**src/rtl/cnav_pkg.sv**
```systemverilog
package cnav_pkg;

    // Button index order doubles as step priority: lower index wins.
    localparam int unsigned DIR_N     = 4;
    localparam int unsigned DIR_RIGHT = 0;
    localparam int unsigned DIR_LEFT  = 1;
    localparam int unsigned DIR_DOWN  = 2;
    localparam int unsigned DIR_UP    = 3;

    typedef enum logic [1:0] {
        HQ_IDLE,
        HQ_COUNT,
        HQ_FIRE,
        HQ_LATCHED
    } hold_state_e;

    typedef enum logic [2:0] {
        MV_NONE,
        MV_RIGHT,
        MV_LEFT,
        MV_DOWN,
        MV_UP
    } move_state_e;

endpackage

```
**src/rtl/cnav_hold_qual.sv**
```systemverilog
module cnav_hold_qual
    import cnav_pkg::*;
#(
    parameter int unsigned HOLD_CYCLES = 50_000_000
) (
    input  logic clk,
    input  logic rst,
    input  logic btn_i,
    output logic step_o
);

    localparam int unsigned CW = $clog2(HOLD_CYCLES + 1);
    localparam logic [CW-1:0] LAST_CNT = CW'(HOLD_CYCLES - 1);
    localparam bit SINGLE = (HOLD_CYCLES <= 1);

    hold_state_e state_q, state_d;
    logic [CW-1:0] cnt_q;

    // state register
    always_ff @(posedge clk or posedge rst) begin
        if (rst) begin
            state_q <= HQ_IDLE;
        end else begin
            state_q <= state_d;
        end
    end

    // transitions
    always_comb begin
        state_d = state_q;
        unique case (state_q)
            HQ_IDLE: begin
                if (btn_i) begin
                    state_d = SINGLE ? HQ_FIRE : HQ_COUNT;
                end
            end
            HQ_COUNT: begin
                if (!btn_i) begin
                    state_d = HQ_IDLE;
                end else if (cnt_q == LAST_CNT) begin
                    state_d = HQ_FIRE;
                end
            end
            HQ_FIRE: begin
                state_d = btn_i ? HQ_LATCHED : HQ_IDLE;
            end
            HQ_LATCHED: begin
                if (!btn_i) begin
                    state_d = HQ_IDLE;
                end
            end
        endcase
    end

    // hold counter: number of consecutive high samples so far
    always_ff @(posedge clk or posedge rst) begin
        if (rst) begin
            cnt_q <= '0;
        end else if (state_d == HQ_COUNT) begin
            cnt_q <= (state_q == HQ_COUNT) ? cnt_q + 1'b1 : CW'(1);
        end else begin
            cnt_q <= '0;
        end
    end

    // outputs
    always_comb begin
        step_o = (state_q == HQ_FIRE);
    end

endmodule

```
**src/rtl/cnav_step_fsm.sv**
```systemverilog
module cnav_step_fsm
    import cnav_pkg::*;
#(
    parameter int unsigned COLS = 20,
    parameter int unsigned ROWS = 15,
    parameter int unsigned X_W  = $clog2(COLS),
    parameter int unsigned Y_W  = $clog2(ROWS)
) (
    input  logic           clk,
    input  logic           rst,
    input  logic [DIR_N-1:0] step_i,
    output logic [X_W-1:0] x_o,
    output logic [Y_W-1:0] y_o
);

    localparam logic [X_W-1:0] X_MAX = X_W'(COLS - 1);
    localparam logic [Y_W-1:0] Y_MAX = Y_W'(ROWS - 1);

    move_state_e state_q, state_d;
    logic [X_W-1:0] x_q;
    logic [Y_W-1:0] y_q;

    // state register
    always_ff @(posedge clk or posedge rst) begin
        if (rst) begin
            state_q <= MV_NONE;
        end else begin
            state_q <= state_d;
        end
    end

    // priority decode of same-cycle steps
    always_comb begin
        if (step_i[DIR_RIGHT]) begin
            state_d = MV_RIGHT;
        end else if (step_i[DIR_LEFT]) begin
            state_d = MV_LEFT;
        end else if (step_i[DIR_DOWN]) begin
            state_d = MV_DOWN;
        end else if (step_i[DIR_UP]) begin
            state_d = MV_UP;
        end else begin
            state_d = MV_NONE;
        end
    end

    // output process: apply the move named by the state
    always_ff @(posedge clk or posedge rst) begin
        if (rst) begin
            x_q <= '0;
            y_q <= '0;
        end else begin
            unique case (state_q)
                MV_NONE:  ;
                MV_RIGHT: x_q <= (x_q == X_MAX) ? '0 : x_q + 1'b1;
                MV_LEFT:  x_q <= (x_q == '0) ? X_MAX : x_q - 1'b1;
                MV_DOWN:  y_q <= (y_q == Y_MAX) ? '0 : y_q + 1'b1;
                MV_UP:    y_q <= (y_q == '0) ? Y_MAX : y_q - 1'b1;
                default:  ;
            endcase
        end
    end

    assign x_o = x_q;
    assign y_o = y_q;

endmodule

```
**src/rtl/cnav_frame_latch.sv**
```systemverilog
module cnav_frame_latch #(
    parameter int unsigned X_W = 5,
    parameter int unsigned Y_W = 4
) (
    input  logic           clk,
    input  logic           rst,
    input  logic           vsync,
    input  logic [X_W-1:0] x_i,
    input  logic [Y_W-1:0] y_i,
    output logic [X_W-1:0] hor_o,
    output logic [Y_W-1:0] ver_o
);

    always_ff @(posedge clk or posedge rst) begin
        if (rst) begin
            hor_o <= '0;
            ver_o <= '0;
        end else if (vsync) begin
            hor_o <= x_i;
            ver_o <= y_i;
        end
    end

endmodule

```
**src/rtl/cursor_nav_ctrl.sv**
```systemverilog
module cursor_nav_ctrl
    import cnav_pkg::*;
#(
    parameter int unsigned COLS        = 20,
    parameter int unsigned ROWS        = 15,
    parameter int unsigned HOLD_CYCLES = 50_000_000,
    parameter int unsigned X_W         = $clog2(COLS),
    parameter int unsigned Y_W         = $clog2(ROWS)
) (
    input  logic           clk,
    input  logic           rst,
    input  logic           btn_right,
    input  logic           btn_left,
    input  logic           btn_down,
    input  logic           btn_up,
    input  logic           vsync,
    output logic [X_W-1:0] hor_loc,
    output logic [Y_W-1:0] ver_loc
);

    logic [DIR_N-1:0] btn_raw;
    logic [DIR_N-1:0] step_vec;
    logic [X_W-1:0]   x_pos;
    logic [Y_W-1:0]   y_pos;

    always_comb begin
        btn_raw            = '0;
        btn_raw[DIR_RIGHT] = btn_right;
        btn_raw[DIR_LEFT]  = btn_left;
        btn_raw[DIR_DOWN]  = btn_down;
        btn_raw[DIR_UP]    = btn_up;
    end

    for (genvar g = 0; g < DIR_N; g++) begin : g_qual
        cnav_hold_qual #(
            .HOLD_CYCLES(HOLD_CYCLES)
        ) u_qual (
            .clk   (clk),
            .rst   (rst),
            .btn_i (btn_raw[g]),
            .step_o(step_vec[g])
        );
    end

    cnav_step_fsm #(
        .COLS(COLS),
        .ROWS(ROWS),
        .X_W (X_W),
        .Y_W (Y_W)
    ) u_step (
        .clk   (clk),
        .rst   (rst),
        .step_i(step_vec),
        .x_o   (x_pos),
        .y_o   (y_pos)
    );

    cnav_frame_latch #(
        .X_W(X_W),
        .Y_W(Y_W)
    ) u_latch (
        .clk  (clk),
        .rst  (rst),
        .vsync(vsync),
        .x_i  (x_pos),
        .y_i  (y_pos),
        .hor_o(hor_loc),
        .ver_o(ver_loc)
    );

endmodule

```
**config.mk**
```make
export PLATFORM = sky130hd
export DESIGN_NAME = cursor_nav_ctrl
export DESIGN_NICKNAME = d
export VERILOG_FILES = /design/src/rtl/cnav_pkg.sv /design/src/rtl/cnav_hold_qual.sv /design/src/rtl/cnav_step_fsm.sv /design/src/rtl/cnav_frame_latch.sv /design/src/rtl/cursor_nav_ctrl.sv
export SDC_FILE = /design/constraint.sdc
export NUM_CORES = 1
export LEC_CHECK = 0
export BUFFER_PORTS_ARGS = -buffer_cell sky130_fd_sc_hd__buf_2
export CELL_PAD_IN_SITES_DETAIL_PLACEMENT = 0
export CELL_PAD_IN_SITES_GLOBAL_PLACEMENT = 2
export CORE_MARGIN = 3
export CORE_UTILIZATION = 44
export DETAILED_ROUTE_END_ITERATION = 12
export MAX_ROUTING_LAYER = met4
export PLACE_DENSITY_LB_ADDON = 0.05
export SETUP_SLACK_MARGIN = 0.05
export SYNTH_ARGS = -nofsm -noshare
export SYNTH_HDL_FRONTEND = slang
export SYNTH_SLANG_ARGS = --single-unit
```
**constraint.sdc**
```tcl
create_clock -name clk -period 10.2 [get_ports clk]
set_input_delay 0.51 -clock clk [delete_from_list [all_inputs] [get_ports clk]]
set_output_delay 0.51 -clock clk [all_outputs]
set_load 0.005 [all_outputs]
```
==> reports/results.ini <==
[outcome]
outcome = finished, final reports clean

[clocking]
cts.clk_slew.worst_paths_ns = 0.06
ctsHoldBuffers = 0
cts_made_buffers = 17
postCtsSetupBuffers = 0
cts_buffer_depth = 2
h-tree-depth = 4
root_buffer = clkbuf_16
ctsResizeCount = 0
insertion_delay_ns = 0.42
tritoncts = built
clock_sinks = 133

[place]
dp_hpwl_um = 9741
gp_congestion = 0.8124
io_buffer_count = 15

[yosys]
syn-cell-area_sq_um = 6984
syn_inst = 739
syn-mean-instance-area_sq_um = 9.451
synth_edf_count = 0
synth.distinct_cells = 61
synth-async-reset-ratio_pct = 100.0
yosys_warnings = 0
synth_seq_area_share_pct = 47.65
ys.flop_type = dfrtp_1
ys_ff_latch = 133
syn_nets = 757

[floorplan]
die_h_um = 132.0
core_sq_um = 15370
die_area_sq_um = 17420
initial_core_util_pct = 45.44
row_count = 45
io_pins = 16
die_w_um = 132.0

[critical_path]
rr_worst_depth = 5
path_class = flop to flop
crit_path_max_incr_delay_ns = 0.81
worstSetupEndpointType = flop
arrival_ns = 2.79
cp_max_fo = 25
cpMaxStageDelayCell = o21ai_2
critPathLaunchType = flop
path_cells = ha_1 -> nand3_2 -> or4b_1 -> o21ai_2 -> nor2_1
required_ns = 10.46

[timing]
finalSetupViolCount = 0
finalHoldViolations = 0
skew_ns = 0.007347
slew_violations = 0
maxClockFrequency_ghz = 0.3954
max_slew_margin_pct = 32.52
worst_pin_slew_ns = 1.012
tns_ns = 0
rsz0062_at_grt = no
hold_ws_ns = 0.1682
min_period_ns = 2.529
timing.final.crit_share_pct = 24.79

[global_route]
antenna_found_initial = 0
grt.total_usage_pct = 17.96
grt_pass1_wl_um = 25390
grt_pass1_vias = 5314
overflow = 0
grt_start_max_net_pins = 69

[hold_path]
hold_path.class = input port to asynchronous set/reset pin

[layout]
nFillCells = 1468
seq_area_sq_um = 3328
drive_gt1_share_pct = 9.868
final_cell_mix = 133 x dfrtp_1, 79 x nor2_1, 52 x a21oi_1
area_growth_pct = 12.34
multiInputGateArea_sq_um = 3400
nets = 765
final_common_cell = dfrtp_1
antennaDiodeCount = 0

[route]
via_per_inst = 5.674
vias = 5509
drt-initial-drc-count = 264
wl_per_cell_um = 14.91
totalWireLength_um = 14480
first_pass_iters = 4
ant_nets = 0
drc = 0

[power]
netSwitchingFraction_pct = 23.02
p_int_mw = 0.9340
totalPowerFinal_mw = 1.213
p_leak_nw = 3.026
power_density_nw_per_um2 = 154.6
ir_drop_v = 0.0001214
comb_power_share_pct = 3.7
p_switching_mw = 0.2793
sequentialPowerShare_pct = 44.6
power_frac_clock_pct = 51.7

[job]
drv_cap = 0

per-stage QoR:
| stage | std cells | util [%] | instance area [sq um] | setup slack [ns] |
|---|---|---|---|---|
| finish | 971 | 51.05 | 7846 | 7.671 |
| detailed placement | 939 | 47.11 | 7241 | 7.644 |
| global route | 971 | 51.05 | 7846 | 7.494 |
| CTS | 971 | 51.05 | 7846 | 7.656 |
| floorplan | 739 | - | 6984 | 6.136 |
| global placement | 939 | 47.11 | 7241 | 7.768 |
final timing paths:
kind	from	end	slack, ns
min	rst	g_qual[1].u_qual.state_q[0]	0.17
max in group asynchronous	rst	g_qual[2].u_qual.cnt_q[25]	8.71
min reg2reg	g_qual[3].u_qual.state_q[0]	u_step.state_q[2]	0.47
max reg2reg	g_qual[2].u_qual.cnt_q[0]	g_qual[2].u_qual.cnt_q[12]	7.67
max	g_qual[2].u_qual.cnt_q[0]	g_qual[2].u_qual.cnt_q[12]	7.67
min in group clk	btn_down	g_qual[2].u_qual.state_q[1]	0.34
worst max-delay path, delay by kind of cell, from the launching register on:
kind	cells	cell delay, ns
AND/OR/NAND/NOR	3	0.93
AO/OA/AOI/OAI	1	0.81
flip-flops	1	0.41
adder cells (fa/ha/maj)	1	0.22
cell usage after synthesis, types with 15 or more instances:
| cell type | n | share of area, % |
|---|---|---|
| xnor2_1 | 42 | 5.3 |
| inv_1 | 37 | 2.0 |
| nor2_1 | 79 | 4.2 |
| clkbuf_1 | 22 | 1.2 |
| o21ai_0 | 33 | 2.4 |
| nor4_1 | 15 | 1.3 |
| o31ai_1 | 21 | 2.3 |
| nand4_1 | 26 | 2.3 |
| dfrtp_1 | 133 | 48 |
| a21oi_1 | 52 | 3.7 |
| nor3_1 | 22 | 1.6 |
| or4_1 | 22 | 2.4 |
| or3_1 | 31 | 2.8 |
| nand3_1 | 35 | 2.5 |
| nand2_1 | 41 | 2.2 |
layout make-up:
cell class	instances	area share, %
timing repair buffer	19	1.340
tap	211	3.365
multi-input combinational	539	43.33
clock buffer	17	5.422
clock inverter	15	2.296
sequential	133	42.42
inverter	37	1.834
registers in the layout, indices dropped and copies added, names as in the netlist:
name                   count
u_step.state_q             3
u_latch.hor_o              5
u_latch.ver_o              4
g_qual.u_qual.state_q      8
g_qual.u_qual.cnt_q      104
u_step.y_o                 4
u_step.x_o                 5
power by group through the flow:
stage / Clock [mW] / Sequential (mW) / Combinational, mW
after floorplan: 0 / 0.549 / 0.0320
after global placement: 0 / 0.550 / 0.0446
after detailed placement: 0 / 0.551 / 0.0459
after CTS: 0.645 / 0.541 / 0.0463
after global routing: 0.671 / 0.542 / 0.0516
final: 0.627 / 0.541 / 0.0448
per-layer routing:
layer	up-vias	routed length, um	track usage, %	part of all wire, %
li1	2715	-	-	-
met1	2730	6988	23.18	48
met2	48	6930	28.11	48
met3	16	382	4.275	2.6
met4	0	180	5.776	1.2
met5	-	0	-	0
cell families after synthesis:
group	count (synthesis)	share of synthesized area (%)
adders and majority gates	11	1.971
xor gates and xnor gates	56	7.023
muxes	11	1.756
buffers and inverters	67	3.744
AOI/OAI and AO/OA	136	11.97
DFF	133	47.65
and+or+nand+nor	325	25.89
(Power assumes the default switching activity.)
